==> config.mk <==
export PLATFORM = sky130hd
export DESIGN_NAME = ssi_angle_reader
export DESIGN_NICKNAME = d
export VERILOG_FILES = /design/src/rtl/ssi_reader_pkg.sv /design/src/rtl/ssi_sample_timer.sv /design/src/rtl/ssi_gray_to_bin.sv /design/src/rtl/ssi_frame_fsm.sv /design/src/rtl/ssi_angle_reader.sv
export SDC_FILE = /design/constraint.sdc
export NUM_CORES = 1
export LEC_CHECK = 0
export ABC_AREA = 1
export BUFFER_PORTS_ARGS = -buffer_cell sky130_fd_sc_hd__buf_2
export CORE_ASPECT_RATIO = 2
export CORE_MARGIN = 10
export CORE_UTILIZATION = 53
export DETAILED_ROUTE_END_ITERATION = 10
export PLACE_DENSITY_LB_ADDON = 0.1
export SLEW_MARGIN = 10
export SYNTH_ARGS = -nofsm -noshare
export SYNTH_HDL_FRONTEND = slang
export SYNTH_SLANG_ARGS = --single-unit
==> constraint.sdc <==
create_clock -name clk -period 2.8 [get_ports clk]
set_input_delay 0.56 -clock clk [delete_from_list [all_inputs] [get_ports clk]]
set_output_delay 0.56 -clock clk [all_outputs]
set_load 0.005 [all_outputs]
==> src/rtl/ssi_reader_pkg.sv <==
package ssi_reader_pkg;

    typedef enum logic [2:0] {
        ST_IDLE   = 3'd0,
        ST_CLK_LO = 3'd1,
        ST_CLK_HI = 3'd2,
        ST_DONE   = 3'd3,
        ST_GAP    = 3'd4
    } rd_state_e;

endpackage

==> src/rtl/ssi_sample_timer.sv <==
module ssi_sample_timer #(
    parameter int PERIOD_W   = 16,
    parameter int PERIOD_RST = 1450
) (
    input  logic                clk,
    input  logic                rst_n,
    input  logic                wr_i,
    input  logic [PERIOD_W-1:0] wdata_i,
    output logic                tick_o
);

    localparam logic [PERIOD_W:0] ONE = {{PERIOD_W{1'b0}}, 1'b1};

    logic [PERIOD_W-1:0] period_q;
    logic [PERIOD_W-1:0] cnt_q;
    logic [PERIOD_W:0]   cnt_inc;

    assign cnt_inc = {1'b0, cnt_q} + ONE;
    assign tick_o  = (cnt_inc >= {1'b0, period_q});

    always_ff @(posedge clk or negedge rst_n) begin
        if (!rst_n) begin
            period_q <= PERIOD_W'(PERIOD_RST);
            cnt_q    <= '0;
        end else if (wr_i) begin
            period_q <= wdata_i;
            cnt_q    <= '0;
        end else if (tick_o) begin
            cnt_q    <= '0;
        end else begin
            cnt_q    <= cnt_inc[PERIOD_W-1:0];
        end
    end

endmodule

==> src/rtl/ssi_gray_to_bin.sv <==
module ssi_gray_to_bin #(
    parameter int W = 15
) (
    input  logic [W-1:0] gray_i,
    output logic [W-1:0] bin_o
);

    for (genvar i = 0; i < W; i++) begin : g_bit
        assign bin_o[i] = ^gray_i[W-1:i];
    end

endmodule

==> src/rtl/ssi_frame_fsm.sv <==
module ssi_frame_fsm
    import ssi_reader_pkg::*;
#(
    parameter int FRAME_W  = 17,
    parameter int HALF_CYC = 20,
    parameter int IDLE_CYC = 800
) (
    input  logic               clk,
    input  logic               rst_n,
    input  logic               tick_i,
    input  logic               sdata_i,
    output logic               sclk_o,
    output logic               done_o,
    output logic [FRAME_W-1:0] frame_o
);

    localparam int HW = $clog2(HALF_CYC + 1);
    localparam int BW = $clog2(FRAME_W + 1);
    localparam int GW = $clog2(IDLE_CYC + 1);
    localparam logic [HW-1:0] HALF_LAST = HW'(HALF_CYC - 1);
    localparam logic [BW-1:0] BITS_ALL  = BW'(FRAME_W);
    localparam logic [GW-1:0] GAP_LAST  = GW'(IDLE_CYC - 1);

    rd_state_e          state_q, state_d;
    logic [HW-1:0]      half_q;
    logic [BW-1:0]      bit_q;
    logic [GW-1:0]      gap_q;
    logic [FRAME_W-1:0] shift_q;
    logic               half_last, gap_last, rise;

    assign half_last = (half_q == HALF_LAST);
    assign gap_last  = (gap_q == GAP_LAST);
    assign rise      = (state_q == ST_CLK_LO) && half_last;

    // state register
    always_ff @(posedge clk or negedge rst_n) begin
        if (!rst_n) state_q <= ST_IDLE;
        else        state_q <= state_d;
    end

    // transitions: start, rise, next-bit, frame-end, publish, rearm
    always_comb begin
        state_d = state_q;
        unique case (state_q)
            ST_IDLE:   if (tick_i)    state_d = ST_CLK_LO;
            ST_CLK_LO: if (half_last) state_d = ST_CLK_HI;
            ST_CLK_HI: if (half_last) state_d = (bit_q == BITS_ALL) ? ST_DONE : ST_CLK_LO;
            ST_DONE:                  state_d = ST_GAP;
            ST_GAP:    if (gap_last)  state_d = ST_IDLE;
            default:                  state_d = ST_IDLE;
        endcase
    end

    // phase, bit and gap counters, shift register
    always_ff @(posedge clk or negedge rst_n) begin
        if (!rst_n) begin
            half_q  <= '0;
            bit_q   <= '0;
            gap_q   <= '0;
            shift_q <= '0;
        end else begin
            half_q <= (state_d != state_q) ? '0 : half_q + 1'b1;
            gap_q  <= (state_q == ST_GAP) ? gap_q + 1'b1 : '0;
            if (state_q == ST_IDLE) begin
                bit_q <= '0;
            end else if (rise) begin
                bit_q   <= bit_q + 1'b1;
                shift_q <= {shift_q[FRAME_W-2:0], sdata_i};
            end
        end
    end

    // outputs
    always_comb begin
        sclk_o  = (state_q != ST_CLK_LO);
        done_o  = (state_q == ST_DONE);
        frame_o = shift_q;
    end

endmodule

==> src/rtl/ssi_angle_reader.sv <==
module ssi_angle_reader #(
    parameter int ANGLE_W    = 15,
    parameter int STAT_W     = 2,
    parameter int PERIOD_W   = 16,
    parameter int PERIOD_RST = 1450,
    parameter int HALF_CYC   = 20,
    parameter int IDLE_CYC   = 800
) (
    input  logic                 clk,
    input  logic                 rst_n,
    input  logic                 period_wr_i,
    input  logic [PERIOD_W-1:0]  period_wdata_i,
    input  logic [ANGLE_W:0]     offset_i,
    input  logic                 err_clr_i,
    input  logic                 ssi_data_i,
    output logic                 ssi_clk_o,
    output logic [ANGLE_W-1:0]   raw_angle_o,
    output logic                 raw_valid_o,
    output logic [ANGLE_W:0]     corr_angle_o,
    output logic                 enc_err_o
);

    localparam int FRAME_W = ANGLE_W + STAT_W;
    localparam int OUT_W   = ANGLE_W + 1;

    logic               tick;
    logic               done;
    logic [FRAME_W-1:0] frame;
    logic [ANGLE_W-1:0] bin;
    logic [OUT_W-1:0]   corr_d;
    logic               fault;

    ssi_sample_timer #(
        .PERIOD_W  (PERIOD_W),
        .PERIOD_RST(PERIOD_RST)
    ) u_timer (
        .clk    (clk),
        .rst_n  (rst_n),
        .wr_i   (period_wr_i),
        .wdata_i(period_wdata_i),
        .tick_o (tick)
    );

    ssi_frame_fsm #(
        .FRAME_W (FRAME_W),
        .HALF_CYC(HALF_CYC),
        .IDLE_CYC(IDLE_CYC)
    ) u_fsm (
        .clk    (clk),
        .rst_n  (rst_n),
        .tick_i (tick),
        .sdata_i(ssi_data_i),
        .sclk_o (ssi_clk_o),
        .done_o (done),
        .frame_o(frame)
    );

    ssi_gray_to_bin #(.W(ANGLE_W)) u_g2b (
        .gray_i(frame[FRAME_W-1 -: ANGLE_W]),
        .bin_o (bin)
    );

    assign corr_d = {bin, 1'b0} + offset_i;
    assign fault  = |frame[STAT_W-1:0];

    always_ff @(posedge clk or negedge rst_n) begin
        if (!rst_n) begin
            raw_angle_o  <= '0;
            corr_angle_o <= '0;
            raw_valid_o  <= 1'b0;
            enc_err_o    <= 1'b0;
        end else begin
            raw_valid_o <= done;
            if (done) begin
                raw_angle_o  <= bin;
                corr_angle_o <= corr_d;
            end
            if (done && fault)  enc_err_o <= 1'b1;
            else if (err_clr_i) enc_err_o <= 1'b0;
        end
    end

endmodule

==> flow_metrics.env <==
export IMPL_number_of_drc_markers_after_the_initial_detailed_route_iteration=203
export IMPL_detail_route_vias_per_cell=5.17
export IMPL_clk_latency_ns=0.35
export IMPL_worstPathArrival_ns=3.29
export IMPL_syn_area_mm2=0.00595
export IMPL_grt_use_total=0.210
export IMPL_final_net_count=969
export IMPL_power_density_cell_area_mw_per_mm2=393
export IMPL_fin_skew_ns=0.0103
export IMPL_place_inst=990
export IMPL_synth_seq_area_share=0.443
export IMPL_yosys_register_bits=105
export IMPL_setup_repair_after_global_routing_missed_its_margin="yes"
export IMPL_finalHoldViolations=0
export IMPL_die_height_um=170
export IMPL_num_vias=5378
export IMPL_antenna_diode_count=0
export IMPL_min_period_over_period=1.09
export IMPL_worst_r2r_endpoint="corr_angle_o[13]"
export IMPL_grt_start_max_net_pins=60
export IMPL_standard_cell_row_count=54
export IMPL_cap_viol_max_count=0
export IMPL_leakage_nw=4.23
export IMPL_global_route_overflow_total=0
export IMPL_worst_slew_margin_rel=0.487
export IMPL_grt_antenna_before_repair=0
export IMPL_drc=0
export IMPL_violations="negative setup slack"
export IMPL_core_area_mm2=0.0109
export IMPL_worst_setup_path_startpoint="u_fsm.frame_o[9]"
export IMPL_endpoint_kind="flip-flop"
export IMPL_pre_cts_ws_ns=-0.278
export IMPL_cp_startpoint_kind="flip-flop"
export IMPL_avgRoutedWirePerCell_um=16.6
export IMPL_fp_dieW_um=94.9
export IMPL_grt_pass1_vias=5737
export IMPL_layout_cells_most_common_list="sky130_fd_sc_hd__nand2_1 (166), sky130_fd_sc_hd__dfrtp_1 (98), sky130_fd_sc_hd__buf_4 (97)"
export IMPL_worst_setup_hold_path_clk_slew_ns=0.07
export IMPL_final_common_cell="sky130_fd_sc_hd__nand2_1"
export IMPL_postLayoutCoreUtil=0.774
export IMPL_detail_route_antenna_nets=0
export IMPL_cts_inserted_buffers=9
export IMPL_cts_max_path_buffers=2
export IMPL_netlist_instances=720
export IMPL_max_slew_worst_pin_slew_ns=0.763
export IMPL_drt_pass1_iter_count=4
export IMPL_synth_edf_count=0
export IMPL_setup_ws_final_ns=-0.239
export IMPL_first_pass_grt_wire_length_mm=26.7
export IMPL_postSynth_asyncResetShare=1.00
export IMPL_io_buffer_count=70
export IMPL_clk_tree_root_cell="sky130_fd_sc_hd__clkbuf_16"
export IMPL_cts_hold_buffers_added=0
export IMPL_final_min_clock_period_ns=3.04
export IMPL_synthToLayoutAreaGrowth_pct=42.3
export IMPL_total_wire_length_after_detailed_routing_mm=17.3
export IMPL_worst_path_max_fanout=3
export IMPL_warning_count_from_the_yosys_run=0
export IMPL_place_detailed_hpwl_mm=11.7
export IMPL_fp_dieArea_mm2=0.0161
export IMPL_gp_congestion=0.902
export IMPL_totalNegativeSetupSlack_ns=-3.85
export IMPL_r2r_slack_ns=-0.24
export IMPL_worst_r2r_startpoint="u_fsm.frame_o[9]"
export IMPL_critPathRequiredTime_ns=3.05
export IMPL_h_tree_level_count=3
export IMPL_r2r_worst_path_cells=14
export IMPL_min_path_type="in2async"
export IMPL_io_pins=71
export IMPL_postSynth_topFlopCell="sky130_fd_sc_hd__dfrtp_1"
export IMPL_starting_density_of_the_core=0.544
export IMPL_run_status="finished with violations"
export IMPL_post_synthesis_area_per_instance_um2=8.27
export IMPL_layout_drive_gt1_share=0.398
export IMPL_clock_sinks=105
export IMPL_setup_violations=30
export IMPL_critPathKind="reg2reg"
export IMPL_yosys_cell_types=42
export IMPL_report_final_slew_viol_count=0
export IMPL_count_of_placed_standard_cells_in_the_final_layout_fillers_left_out=1041
export IMPL_timing_fmax_mhz=329
export IMPL_filler_cell_count=750
export IMPL_cts_tree="built"
export IMPL_synth_fp_nets=793
export IMPL_worst_ir_drop_vdd_v=0.000418
final cells by class:
| type | count | area, um^2 | area share |
|---|---|---|---|
| Tap cell | 140 | 175 | 0.0207 |
| Inverter | 93 | 349 | 0.0412 |
| Sequential cell | 105 | 2640 | 0.311 |
| Clock inverter | 5 | 46.3 | 0.00546 |
| Multi-Input combinational cell | 506 | 3720 | 0.440 |
| Clock buffer | 11 | 253 | 0.0298 |
| Timing Repair Buffer | 181 | 1290 | 0.152 |
per-layer routing:
layer / track usage / vias to the layer above / share of wire
met5: 0 / - / 0
met3: 0.0405 / 40 / 0.034
met1: 0.202 / 2602 / 0.35
met2: 0.402 / 115 / 0.58
li1: - / 2621 / -
met4: 0.105 / 0 / 0.041
per-stage QoR:
stage          instance area, um^2  hold WS, ns  power, W
2_1_floorplan                 6010        0.264   0.00183
3_3_place_gp                  7060        0.447   0.00197
3_5_place_dp                  7060        0.459   0.00199
4_1_cts                       8030        0.232   0.00329
5_1_grt                       8470        0.248   0.00348
6_report                      8470        0.215   0.00333
worst max-delay path, cell delays in order (launching register included):
cell                      delay [ns]
sky130_fd_sc_hd__dfrtp_2        0.47
sky130_fd_sc_hd__xnor2_4        0.19
sky130_fd_sc_hd__buf_4          0.16
sky130_fd_sc_hd__xor2_2         0.18
sky130_fd_sc_hd__buf_4          0.14
sky130_fd_sc_hd__xnor2_1        0.31
sky130_fd_sc_hd__ha_2           0.38
sky130_fd_sc_hd__a21oi_2        0.21
sky130_fd_sc_hd__o21ai_4        0.10
sky130_fd_sc_hd__nand2_2        0.11
sky130_fd_sc_hd__nand3_4        0.12
sky130_fd_sc_hd__a21o_1         0.22
sky130_fd_sc_hd__or2_4          0.23
sky130_fd_sc_hd__nand3_2        0.07
sky130_fd_sc_hd__nand2_1        0.05
cell families after synthesis:
logic type | count (synthesis) | synth area share
buffers and inverters | 109 | 0.0704
AOI/OAI and AO/OA | 91 | 0.0849
and+or+nand+nor | 325 | 0.235
adders and majority gates | 36 | 0.0769
muxes | 1 | 0.00189
DFF | 105 | 0.443
xor gates and xnor gates | 53 | 0.0881
flip-flops by register name, indices dropped and copies added, names as in the netlist:
register	flops
corr_angle_o	16
enc_err_o	1
raw_angle_o	15
raw_valid_o	1
u_fsm.bit_q	5
u_fsm.frame_o	17
u_fsm.gap_q	10
u_fsm.half_q	5
u_fsm.state_q	3
u_timer.cnt_q	16
u_timer.period_q	16
worst max path at each step:
stage	endpoint	slack, ns	cells after the start
floorplan	u_timer.cnt_q[4]	-0.02	22
global placement	corr_angle_o[14]	-0.23	16
detailed placement	u_fsm.half_q[3]	-0.28	24
CTS	u_timer.cnt_q[10]	-0.22	21
global route	u_fsm.half_q[2]	-0.42	24
finish	corr_angle_o[13]	-0.24	14
Yosys cell counts, types with 5 or more instances:
cell type	n	area, um^2
sky130_fd_sc_hd__nor3_1	19	95.1
sky130_fd_sc_hd__xnor2_1	27	236
sky130_fd_sc_hd__dfrtp_1	99	2480
sky130_fd_sc_hd__a21o_1	7	52.6
sky130_fd_sc_hd__dfstp_2	6	158
sky130_fd_sc_hd__nor2_1	48	180
sky130_fd_sc_hd__o21bai_1	6	45.0
sky130_fd_sc_hd__nand2_1	191	717
sky130_fd_sc_hd__clkbuf_1	12	45.0
sky130_fd_sc_hd__inv_1	88	330
sky130_fd_sc_hd__or2_2	5	31.3
sky130_fd_sc_hd__nand3_1	30	150
sky130_fd_sc_hd__nor3b_1	5	37.5
sky130_fd_sc_hd__ha_1	35	438
sky130_fd_sc_hd__xor2_1	21	184
sky130_fd_sc_hd__inv_2	5	18.8
sky130_fd_sc_hd__a21oi_1	23	115
sky130_fd_sc_hd__o21ai_0	47	235
sky130_fd_sc_hd__nand2_2	5	31.3
sky130_fd_sc_hd__nor2_2	13	81.3
repair_timing:
| item | in CTS | in global routing |
|---|---|---|
| endpoints found under the setup margin | 31 | 34 |
| pin swaps | 36 | 53 |
| resized for setup | 95 | 91 |
| gates cloned | 1 | 0 |
| buffers inserted | 24 | 11 |
report_power, final:
part	switching (W)	internal (W)	leakage, nW
clock network	0.000589	0.000667	0.148
registers	0.0000385	0.00158	1.33
logic	0.000275	0.000183	2.75
No activity file was read; power rests on OpenSTA's default activity.
